File: src/rtl/dacctl_pkg.sv
package dacctl_pkg;
  localparam int NCH   = 4;
  localparam int NPAIR = NCH / 2;
  localparam int SPW   = 4;
  localparam int OPW   = 4;
  localparam int AW    = 4;
  localparam int RDW   = 16;

  localparam logic [OPW-1:0] OP_WR_SPAN = 4'b0010;
  localparam logic [OPW-1:0] OP_WR_CODE = 4'b0011;
  localparam logic [OPW-1:0] OP_UPD     = 4'b0100;
  localparam logic [OPW-1:0] OP_WR_UPD  = 4'b0110;
  localparam logic [OPW-1:0] OP_RD_SPAN = 4'b1100;
  localparam logic [OPW-1:0] OP_SLEEP   = 4'b1110;
  localparam logic [AW-1:0]  ADDR_ALL   = 4'b1111;

  // One-hot channel mask for an address, all ones for the broadcast address.
  function automatic logic [NCH-1:0] addr_mask(input logic [AW-1:0] a);
    logic [NCH-1:0] m;
    m = '0;
    if (a == ADDR_ALL) m = '1;
    else if (a < AW'(NCH)) m[a[1:0]] = 1'b1;
    return m;
  endfunction
endpackage

File: src/rtl/dacctl_cmd.sv
module dacctl_cmd
  import dacctl_pkg::*;
#(
  parameter int CODE_W = 16
) (
  input  logic              clk,
  input  logic              rst_n,
  input  logic              clr_n,
  input  logic              frame_act,
  input  logic              cmd_vld,
  input  logic [OPW-1:0]    cmd_op,
  input  logic [AW-1:0]     cmd_addr,
  input  logic [CODE_W-1:0] cmd_data,
  output logic [NCH-1:0]    ex_wr_span,
  output logic [NCH-1:0]    ex_wr_code,
  output logic [NCH-1:0]    ex_upd,
  output logic [NCH-1:0]    ex_sleep,
  output logic [CODE_W-1:0] ex_data,
  output logic              ex_valid_upd,
  output logic [NCH-1:0]    abort_mask,
  output logic              rd_go,
  output logic [1:0]        rd_ch
);
  logic              pend_vld_q, pend_vld_d;
  logic [OPW-1:0]    pend_op_q, pend_op_d;
  logic [AW-1:0]     pend_addr_q, pend_addr_d;
  logic [CODE_W-1:0] pend_data_q, pend_data_d;
  logic              exec, is_rd;
  logic [NCH-1:0]    mask;

  assign is_rd = (cmd_op == OP_RD_SPAN);
  assign exec  = pend_vld_q && !frame_act && clr_n;
  assign mask  = addr_mask(pend_addr_q);

  always_comb begin
    pend_vld_d  = pend_vld_q;
    pend_op_d   = pend_op_q;
    pend_addr_d = pend_addr_q;
    pend_data_d = pend_data_q;
    if (!clr_n) begin
      pend_vld_d  = 1'b0;
      pend_op_d   = '0;
      pend_addr_d = '0;
      pend_data_d = '0;
    end else begin
      if (exec) pend_vld_d = 1'b0;
      if (cmd_vld && !is_rd) begin
        pend_vld_d  = 1'b1;
        pend_op_d   = cmd_op;
        pend_addr_d = cmd_addr;
        pend_data_d = cmd_data;
      end
    end
  end

  always_ff @(posedge clk or negedge rst_n) begin
    if (!rst_n) begin
      pend_vld_q  <= 1'b0;
      pend_op_q   <= '0;
      pend_addr_q <= '0;
      pend_data_q <= '0;
    end else begin
      pend_vld_q  <= pend_vld_d;
      pend_op_q   <= pend_op_d;
      pend_addr_q <= pend_addr_d;
      pend_data_q <= pend_data_d;
    end
  end

  always_comb begin
    ex_wr_span = '0;
    ex_wr_code = '0;
    ex_upd     = '0;
    ex_sleep   = '0;
    if (exec) begin
      unique case (pend_op_q)
        OP_WR_SPAN: ex_wr_span = mask;
        OP_WR_CODE: ex_wr_code = mask;
        OP_UPD:     ex_upd     = mask;
        OP_WR_UPD: begin
          ex_wr_code = mask;
          ex_upd     = mask;
        end
        OP_SLEEP:   ex_sleep   = mask;
        default: ;
      endcase
    end
  end

  assign ex_data      = pend_data_q;
  assign ex_valid_upd = |ex_upd;
  assign abort_mask   = (!clr_n && pend_vld_q) ? mask : '0;
  assign rd_go        = cmd_vld && clr_n && is_rd && (cmd_addr < AW'(NCH));
  assign rd_ch        = cmd_addr[1:0];
endmodule

File: src/rtl/dacctl_chan.sv
module dacctl_chan
  import dacctl_pkg::*;
#(
  parameter int CODE_W = 16
) (
  input  logic              clk,
  input  logic              rst_n,
  input  logic              clr_n,
  input  logic              wr_span,
  input  logic              wr_code,
  input  logic              upd,
  input  logic              abort,
  input  logic [CODE_W-1:0] din,
  output logic [CODE_W-1:0] code_act,
  output logic [SPW-1:0]    span_act,
  output logic              susp
);
  logic [CODE_W-1:0] code_in_q, code_in_d, code_act_q, code_act_d;
  logic [SPW-1:0]    span_in_q, span_in_d, span_act_q, span_act_d;
  logic              susp_q, susp_d;

  always_comb begin
    code_in_d  = wr_code ? din : code_in_q;
    span_in_d  = wr_span ? din[SPW-1:0] : span_in_q;
    code_act_d = code_act_q;
    span_act_d = span_act_q;
    if (!clr_n) begin
      code_act_d = '0;
      span_act_d = '0;
    end else if (upd) begin
      code_act_d = code_in_d;
      span_act_d = span_in_d;
    end
    susp_d = susp_q;
    if (wr_code || wr_span) susp_d = 1'b0;
    else if (abort)         susp_d = 1'b1;
  end

  always_ff @(posedge clk or negedge rst_n) begin
    if (!rst_n) begin
      code_in_q  <= '0;
      span_in_q  <= '0;
      code_act_q <= '0;
      span_act_q <= '0;
      susp_q     <= 1'b0;
    end else begin
      code_in_q  <= code_in_d;
      span_in_q  <= span_in_d;
      code_act_q <= code_act_d;
      span_act_q <= span_act_d;
      susp_q     <= susp_d;
    end
  end

  assign code_act = code_act_q;
  assign span_act = span_act_q;
  assign susp     = susp_q;
endmodule

File: src/rtl/dacctl_pwr.sv
module dacctl_pwr
  import dacctl_pkg::*;
(
  input  logic             clk,
  input  logic             rst_n,
  input  logic [NCH-1:0]   sleep_set,
  input  logic [NCH-1:0]   wake,
  output logic [NCH-1:0]   slp,
  output logic [NPAIR-1:0] amp_en
);
  logic [NCH-1:0] slp_q, slp_d;

  always_comb begin
    slp_d = (slp_q & ~wake) | sleep_set;
  end

  always_ff @(posedge clk or negedge rst_n) begin
    if (!rst_n) slp_q <= '0;
    else        slp_q <= slp_d;
  end

  for (genvar p = 0; p < NPAIR; p++) begin : g_pair
    assign amp_en[p] = !(slp_q[2*p] && slp_q[2*p+1]);
  end

  assign slp = slp_q;
endmodule

File: src/rtl/dacctl_regbank.sv
module dacctl_regbank
  import dacctl_pkg::*;
#(
  parameter int CODE_W = 16
) (
  input  logic                  clk,
  input  logic                  rst_n,
  input  logic                  clr_n,
  input  logic                  frame_act,
  input  logic                  cmd_vld,
  input  logic [3:0]            cmd_op,
  input  logic [3:0]            cmd_addr,
  input  logic [CODE_W-1:0]     cmd_data,
  input  logic                  load_p,
  input  logic                  supply_low,
  output logic [4*CODE_W-1:0]   code_act,
  output logic [15:0]           span_act,
  output logic [3:0]            slp,
  output logic [1:0]            amp_en,
  output logic [3:0]            susp,
  output logic [15:0]           rd_word,
  output logic                  rflag_n
);
  logic [NCH-1:0]    ex_wr_span, ex_wr_code, ex_upd, ex_sleep, abort_mask;
  logic [NCH-1:0]    upd_all;
  logic [CODE_W-1:0] ex_data;
  logic              ex_valid_upd, rd_go, load_go;
  logic [1:0]        rd_ch;
  logic [SPW-1:0]    span_a [NCH];
  logic [RDW-1:0]    rd_q, rd_d;
  logic              flag_q, flag_d;

  dacctl_cmd #(.CODE_W(CODE_W)) u_cmd (
    .clk(clk), .rst_n(rst_n), .clr_n(clr_n), .frame_act(frame_act),
    .cmd_vld(cmd_vld), .cmd_op(cmd_op), .cmd_addr(cmd_addr), .cmd_data(cmd_data),
    .ex_wr_span(ex_wr_span), .ex_wr_code(ex_wr_code), .ex_upd(ex_upd),
    .ex_sleep(ex_sleep), .ex_data(ex_data), .ex_valid_upd(ex_valid_upd),
    .abort_mask(abort_mask), .rd_go(rd_go), .rd_ch(rd_ch)
  );

  assign load_go = load_p && clr_n;
  assign upd_all = ex_upd | {NCH{load_go}};

  for (genvar i = 0; i < NCH; i++) begin : g_ch
    dacctl_chan #(.CODE_W(CODE_W)) u_chan (
      .clk(clk), .rst_n(rst_n), .clr_n(clr_n),
      .wr_span(ex_wr_span[i]), .wr_code(ex_wr_code[i]), .upd(upd_all[i]),
      .abort(abort_mask[i]), .din(ex_data),
      .code_act(code_act[i*CODE_W +: CODE_W]),
      .span_act(span_a[i]), .susp(susp[i])
    );
    assign span_act[i*SPW +: SPW] = span_a[i];
  end

  dacctl_pwr u_pwr (
    .clk(clk), .rst_n(rst_n), .sleep_set(ex_sleep), .wake(upd_all),
    .slp(slp), .amp_en(amp_en)
  );

  // Integrity flag: set state 0, released by a valid update.
  always_comb begin
    flag_d = flag_q;
    if (!clr_n || supply_low)        flag_d = 1'b0;
    else if (ex_valid_upd || load_go) flag_d = 1'b1;
  end

  always_comb begin
    rd_d = rd_q;
    if (rd_go) rd_d = {{(RDW-SPW-1){1'b0}}, slp[rd_ch], span_a[rd_ch]};
  end

  always_ff @(posedge clk or negedge rst_n) begin
    if (!rst_n) begin
      flag_q <= 1'b0;
      rd_q   <= '0;
    end else begin
      flag_q <= flag_d;
      rd_q   <= rd_d;
    end
  end

  assign rflag_n = flag_q;
  assign rd_word = rd_q;
endmodule

File: config.mk
export PLATFORM = sky130hd
export DESIGN_NAME = dacctl_regbank
export DESIGN_NICKNAME = d
export VERILOG_FILES = /design/src/rtl/dacctl_pkg.sv /design/src/rtl/dacctl_cmd.sv /design/src/rtl/dacctl_chan.sv /design/src/rtl/dacctl_pwr.sv /design/src/rtl/dacctl_regbank.sv
export SDC_FILE = /design/constraint.sdc
export NUM_CORES = 1
export LEC_CHECK = 0
export ABC_AREA = 1
export BUFFER_PORTS_ARGS = -buffer_cell sky130_fd_sc_hd__buf_2
export CAP_MARGIN = 5
export CORE_UTILIZATION = 25
export DETAILED_ROUTE_END_ITERATION = 8
export PLACE_DENSITY = 0.47
export SYNTH_ARGS = -nofsm -noshare
export SYNTH_HDL_FRONTEND = slang
export SYNTH_HIERARCHICAL = 1
export SYNTH_SLANG_ARGS = --single-unit
File: constraint.sdc
create_clock -name clk -period 1.58 [get_ports clk]
set_clock_uncertainty 0.1 [all_clocks]
set_input_delay 0.158 -clock clk [delete_from_list [all_inputs] [get_ports clk]]
set_output_delay 0.158 -clock clk [all_outputs]
set_load 0.02 [all_outputs]
==> summary.txt, run 1 <==
Outcome
  • Outcome: complete, but fails checks
  • Violated checks: setup timing

Worst setup path
  • WS Path Type: reg -> reg
  • Crit-path slowest cell: dfrtp_1
  • Worst EP arrival: 1970 ps
  • CP required: 1850 ps
  • Reg2reg end: g_ch[3].u_chan/code_act[9]
  • Critical Path Max Stage Delay: 410 ps
  • Critical-path cell list: inv_2, nand3_4, buf_6, nor3_2, inv_1, nand2_2, nand2_2, inv_4, clkbuf_16, nand2_1, nand2_1
  • Worst R2R Start: u_cmd/pend_op_q[0]
  • CP max FO: 8
  • Crit end category: register
  • Cell family with most CP delay: buffers and inverters
  • Reg2reg setup slack: -120 ps
  • CP startpoint kind: register
  • Critical path buffers and inverters: 5
  • Reg2Reg Depth: 11

Timing
  • Final Critical Period: 1700 ps
  • Slew margin rel.: 61.3%
  • Peak Freq: ~0.59 GHz
  • Final Hold Fails: 0
  • Worst setup margin: -119 ps
  • Final period util: 108%
  • RSZ-0062 raised after global routing: yes
  • Final TNS setup: -6970 ps
  • Worst-margin pin slew: between 500 and 600 ps
  • Final setup fails: 85
  • Hold WS: 97.5 ps
  • Pins Over Slew Limit: 0

GRT
  • Overflow after GRT: 0
  • Vias in the first global route: 7017
  • Initial antenna violation count: 0
  • Largest net degree at the start of global routing: 49
  • GRT Util Overall: 14.6%
  • First-pass GRT wire length: 39400 um

CTS
  • CTS tree: yes
  • Clock sink count: 199
  • Clk Latency, worst-skew pair: 430 ps
  • Root Driver: clkbuf_16
  • Clk slew on worst S/H paths: 80 ps
  • H-tree depth: 4
  • Longest Clk Path Bufs: 2
  • CTS Buf Count: 17

Logic synthesis
  • Synth Warn #: 6
  • Seq cells post-synth: 199
  • Mapped Area: ~8500 sq um
  • Mean Syn Cell Area: 8.45 sq um
  • Seq/Total Area, Yosys: about three fifths
  • Post-Synthesis Cells: 1009
  • Synth unique cells: 24

Finish
  • Synthesis-to-finish area growth: 41.4%
  • Fraction of layout cells with a size suffix above 1: about two fifths
  • # diodes: 0
  • Final #Nets: 1264
  • Fillers: ~3500

Floorplanning
  • Num rows: 67
  • Total die area: 34800 sq um
  • IO Pins: around 140
  • Chip height: 187 um
  • Core area: about 34000 sq um
  • Die width: 187 um
  • Starting density of the core: roughly 25%

Detailed routing
  • Final Routed Wirelength: 25600 um
  • Initial DRC Count: 369
  • Routed len/inst: approximately 15 um
  • Via count: 6961
  • Via density: between 4 and 5
  • Total iterations of the first detailed-routing run: 5
  • Drc violations: 0
  • DRT antenna net count: 0

Power and ir drop
  • Overall Power: 10700 uW
  • Combinational Power Share: 9.0%
  • Leak: 0.00687 uW
  • Cell internal pwr: about 7700 uW
  • Register share of total power: 49.4%
  • Max rail drop VDD: roughly 0.73 mV
  • Net switching power: 3000 uW
  • Clk network pwr share: 41.6%
  • Switching Fraction: 28.0%
  • PwrDens: 888 nW/um^2

Min path
  • Hold Path Origin: cmd_vld
  • Hold path endpoint: u_cmd/pend_vld_q
  • HP Class: in -> reg
  • Hold path depth: 4

Run
  • Max-cap violations: 0

Place
  • GPL Wtd Cong: 0.808
  • Dpl hpwl: 16900 um
  • Pre-CTS setup slack: -231 ps
  • PortBufs: about 130
## state kept, by name, indices dropped and copies added, names as in the netlist, 4 cells and up
signal / cells
rd_word: 5
u_cmd/pend_op_q: 4
u_cmd/ex_data: 16
u_cmd/pend_addr_q: 4
u_pwr/slp: 4
g_ch.u_chan/span_act: 16
g_ch.u_chan/code_act: 64
g_ch.u_chan/span_in_q: 16
g_ch.u_chan/code_in_q: 64
g_ch.u_chan/susp: 4
## final cells by class
type	count	area, sq um	share of cell area (%)
Clock inverter	15	175	1.45
Multi-Input combinational cell	678	3450	28.7
Tap cell	448	561	4.65
Timing Repair Buffer	244	2050	17.0
Inverter	93	407	3.37
Clock buffer	17	425	3.53
Sequential cell	199	4980	41.3
## kinds of logic (layout without fill, tap and decap cells)
kind of cell | count (synthesis) | after routing | share of synthesized area (%)
AND/OR/NAND/NOR | 640 | 640 | 31.1
AO/OA/AOI/OAI | 27 | 27 | 1.61
buffers and inverters | 142 | 369 | 8.85
other | 1 | 11 | 0.0440
flip-flops | 199 | 199 | 58.4
## timing repair
action,in CTS,in global routing
gates resized for setup,103,165
hold endpoints to repair,210,0
pin swaps,40,81
setup endpoints to repair,142,160
cloned,5,5
hold buffers,27,0
buffers inserted,11,8
## worst min-delay path, cell delays in order
cell	delay, ps
buf_2	110
nand3_2	100
buf_12	170
nand2_1	60
## cell usage in the layout, fill, tap and decap left out, types with 2 or more instances in the layout
master           n
buf_12          18
buf_16           3
buf_2          125
buf_4           47
buf_6           13
buf_8            5
clkbuf_16       22
clkinv_8         4
conb_1          11
dfrtp_1        199
dlygate4sd3_1   27
inv_1           70
inv_12           2
inv_2           13
inv_4            4
inv_6            6
inv_8            7
nand2_1        369
nand2_2        160
nand2_4         30
nand3_1         36
nand3_2          2
nand3_4          2
nand4_4          2
nor2_1          19
nor2_2           3
nor2_4          10
nor3_2           4
o21ai_0         23
o21ai_1          3
## synthesized netlist by cell type (all sizes together)
cell    instances  area share [%]
dfrtp         199              58
nand4           3            0.57
inv            93             4.3
o21ai          26             1.5
clkbuf          1           0.059
nor2           33             1.7
buf            48             4.5
a211oi          1           0.088
nand2         559              26
nor3            5            0.29
conb            1           0.044
nand3          40             2.6
## how the worst max path moves through the flow
| stage | end | cells after the start | slack, ps | start |
|---|---|---|---|---|
| 2_1_floorplan | g_ch[3].u_chan/code_act[10] | 12 | -9 | u_cmd/pend_op_q[3] |
| 3_3_place_gp | g_ch[0].u_chan/code_act[0] | 12 | -190 | u_cmd/pend_addr_q[1] |
| 3_5_place_dp | g_ch[0].u_chan/code_act[13] | 12 | -230 | u_cmd/pend_addr_q[1] |
| 4_1_cts | g_ch[0].u_chan/code_act[1] | 11 | -100 | u_cmd/pend_addr_q[2] |
| 5_1_grt | g_ch[3].u_chan/code_act[3] | 11 | -220 | u_cmd/pend_op_q[0] |
| 6_report | g_ch[3].u_chan/code_act[9] | 11 | -120 | u_cmd/pend_op_q[0] |
## power by group through the flow
stage | Clock [uW] | Combinational (uW) | Sequential (uW)
finish | 4450 | 958 | 5290
global route | 4770 | 1050 | 5300
CTS | 4600 | 864 | 5290
detailed placement | 0 | 747 | 5390
global placement | 0 | 743 | 5390
floorplan | 0 | 308 | 5390
## layer usage
metal	share of wire (%)	wire [um]	vias up	track usage (%)
met5	0	0	-	0
met4	0.84	214	0	2.74
met3	4.1	1040	15	2.69
met2	47	12000	140	23.9
met1	48	12400	3334	20.2
li1	-	-	3472	-
## per-stage QoR
stage	utilization (%)	area [sq um]	std cells
2_1_floorplan	-	8570	1019
3_3_place_gp	30.0	10000	1607
3_5_place_dp	30.0	10000	1607
4_1_cts	33.9	11400	1682
5_1_grt	35.9	12100	1694
6_report	35.9	12100	1694
(Power assumes the default switching activity.)
==> run 2, diff against run 1 <==
--- a/config.mk
+++ b/config.mk
@@ -10,7 +10,7 @@
 export CAP_MARGIN = 5
 export CORE_UTILIZATION = 25
 export DETAILED_ROUTE_END_ITERATION = 8
-export PLACE_DENSITY = 0.47
+export PLACE_DENSITY = 0.55
 export SYNTH_ARGS = -nofsm -noshare
 export SYNTH_HDL_FRONTEND = slang
 export SYNTH_HIERARCHICAL = 1
==> run 2 against run 1 <==
  * The flow still finishes with violations (setup timing)
  * Fmax shrank 7.1%
  * Clock power shrank 6.7%
  * Total power decreased by 3.4%
  * Critical path depth grew 2
  * First-iteration DRC count grew 14%
  * Flip-flop and latch count is the same
  * Design area is 4.4% lower
  * Worst setup slack worse by 130 ps
  * Hold slack worse by 24 ps
  * Final cell count fell by 0.65%
  * Core utilization shrank 1.6 points
  * Die area stayed put
==> summary.txt, run 2 (same netlist as run 1, synthesis figures left out) <==
Floorplanning
  • Starting density of the core: 25.4%
  • Chip height: 187 um
  • Num rows: 67
  • IO Pins: 138
  • Core area: 33500 sq um
  • Die width: 187 um
  • Total die area: around 35000 sq um

Timing
  • Worst-margin pin slew: 616 ps
  • Final setup fails: 130
  • Slew margin rel.: 58.9%
  • Final period util: 116%
  • RSZ-0062 raised after global routing: yes
  • Peak Freq: 0.547 GHz
  • Final Hold Fails: 0
  • Worst setup margin: -248 ps
  • Pins Over Slew Limit: 0
  • Final Critical Period: between 1500 and 2000 ps
  • Final TNS setup: -13800 ps

Worst setup path
  • WS Path Type: reg -> reg
  • Critical-path cell list: buf_4, nor2_1, nand2_2, nand2_4, inv_4, nor2_4, buf_6, buf_12, buf_8, nand2_2, nand2_2, nand2_1, nand2_1
  • Most used cell along the critical path: nand2_2
  • Crit-path slowest cell: dfrtp_1
  • Critical Path Max Stage Delay: 380 ps
  • Worst EP arrival: 2100 ps
  • Crit end category: register
  • CP max FO: 5
  • CP required: 1850 ps
  • CP startpoint kind: register

Place
  • GPL Wtd Cong: slightly below 0.8
  • Cell area after placement: 9970 sq um
  • Pre-CTS setup slack: -149 ps
  • Placed cell count: 1597
  • PortBufs: 126
  • Dpl hpwl: 16200 um

CTS
  • CTS tree: yes
  • Root Driver: clkbuf_16
  • Longest Clk Path Bufs: 2
  • Clk Latency, worst-skew pair: roughly 440 ps
  • Clk slew on worst S/H paths: 70 ps
  • Clock sink count: approximately 200
  • H-tree depth: 4
  • CTS Buf Count: 17

Detailed routing
  • Initial DRC Count: 421
  • Via count: 6999
  • Routed len/inst: 14.7 um
  • Via density: 4.16
  • DRT antenna net count: 0
  • Final Routed Wirelength: 24800 um
  • Total iterations of the first detailed-routing run: 5
  • Drc violations: 0

Finish
  • Design Area, Final: 11500 sq um
  • Leading cell type in the layout, fill and taps excluded: nand2_1
  • Fraction of layout cells with a size suffix above 1: 30.2%
  • Synthesis-to-finish area growth: 35.2%
  • Layout Cells excl Fill: 1683
  • Final design utilization: roughly a third
  • Fillers: 3540
  • Final #Nets: 1254
  • Commonest cells after routing, fill and taps aside: nand2_1, dfrtp_1, buf_2
  • # diodes: 0

Power and ir drop
  • Register share of total power: 51.2%
  • Combinational Power Share: 8.7%
  • PwrDens: 897 nW/um^2
  • Max rail drop VDD: 0.722 mV
  • Clk network pwr share: around two fifths
  • Leak: 0.00643 uW
  • Switching Fraction: 26.0%
  • Net switching power: 2680 uW
  • Cell internal pwr: 7650 uW

Outcome
  • Outcome: complete, but fails checks
  • Violated checks: setup timing

GRT
  • Vias in the first global route: 7057
  • Met3 usage: 2.86%
  • Largest net degree at the start of global routing: 60
  • Initial antenna violation count: 0
  • M1 GR Usage: roughly a fifth
  • Routing usage on met2: 22.9%
  • Overflow after GRT: 0
  • Top Usage Layer GRT: met2
  • GRT Util Overall: 14.5%
  • First-pass GRT wire length: 39100 um

Run
  • Max-cap violations: 0

Min path
  • HP Class: in -> async
## run 2: cell types whose count changed in the layout (fill, tap and decap cells not counted), moves of 6 or more
cell     delta
buf_6       -6
nand2_2    -69
nor2_2      +6
nand2_1    +94
nand2_4    -25
## run 2: timing repair
action | CTS | global route
endpoints found under the hold margin | 225 | 0
buffers inserted | 10 | 5
setup endpoints to repair | 146 | 168
pin swaps | 31 | 12
gates cloned | 8 | 4
gates resized for setup | 74 | 49
hold buffers | 28 | 0
## run 2: power groups by stage
stage / Sequential (uW) / Clock, uW / Combinational (uW)
after floorplan: 5390 / 0 / 308
after global placement: 5390 / 0 / 709
after detailed placement: 5390 / 0 / 717
after CTS: 5290 / 4300 / 852
after global routing: 5300 / 4510 / 984
final: 5290 / 4150 / 899
## run 2: worst max-delay path, delay by kind of cell (launching register included)
| family | cells | cell delay (ps) |
|---|---|---|
| DFF | 1 | 380 |
| and+or+nand+nor | 8 | 730 |
| buffers and inverters | 5 | 540 |
## run 2: final cells by class
cell class / count / area, sq um / share of cell area [%]
flip-flops and latches: 199 / 4980 / 43.2
multi-input cells: 678 / 3070 / 26.6
repair buffers: 233 / 1960 / 17.0
well taps: 448 / 561 / 4.87
clock buffers: 21 / 460 / 4.00
inverters: 93 / 394 / 3.42
clock inverters: 10 / 87.6 / 0.760
repair inverters: 1 / 11.3 / 0.0977
## run 2: metal layers
layer / vias to the layer above / part of all wire (%)
met1: 3356 / 48
met4: 0 / 0.94
li1: 3442 / -
met2: 184 / 46
met3: 17 / 4.6
met5: - / 0
## run 2: final timing paths
kind,depth (start not counted),to,from,slack (ps)
worst max-delay path,13,g_ch[2].u_chan/code_act[3],u_cmd/pend_addr_q[0],-250
worst min-delay path,2,g_ch[3].u_chan/code_act[7],rst_n,70
worst max register to register,13,g_ch[2].u_chan/code_act[3],u_cmd/pend_addr_q[0],-250
worst min register to register,2,g_ch[2].u_chan/span_in_q[2],g_ch[2].u_chan/span_in_q[2],370
max in group asynchronous,3,g_ch[2].u_chan/span_in_q[1],rst_n,690
min in group clk,3,rflag_n,load_p,110
## run 2: metrics by stage
stage / total power (uW) / hold slack (ps)
after global placement: 6100 / -22.7
final: 10300 / 73.3
after global routing: 10800 / 83.6
after CTS: 10400 / 57.7
after floorplan: 5700 / -238
after detailed placement: 6110 / -23.9
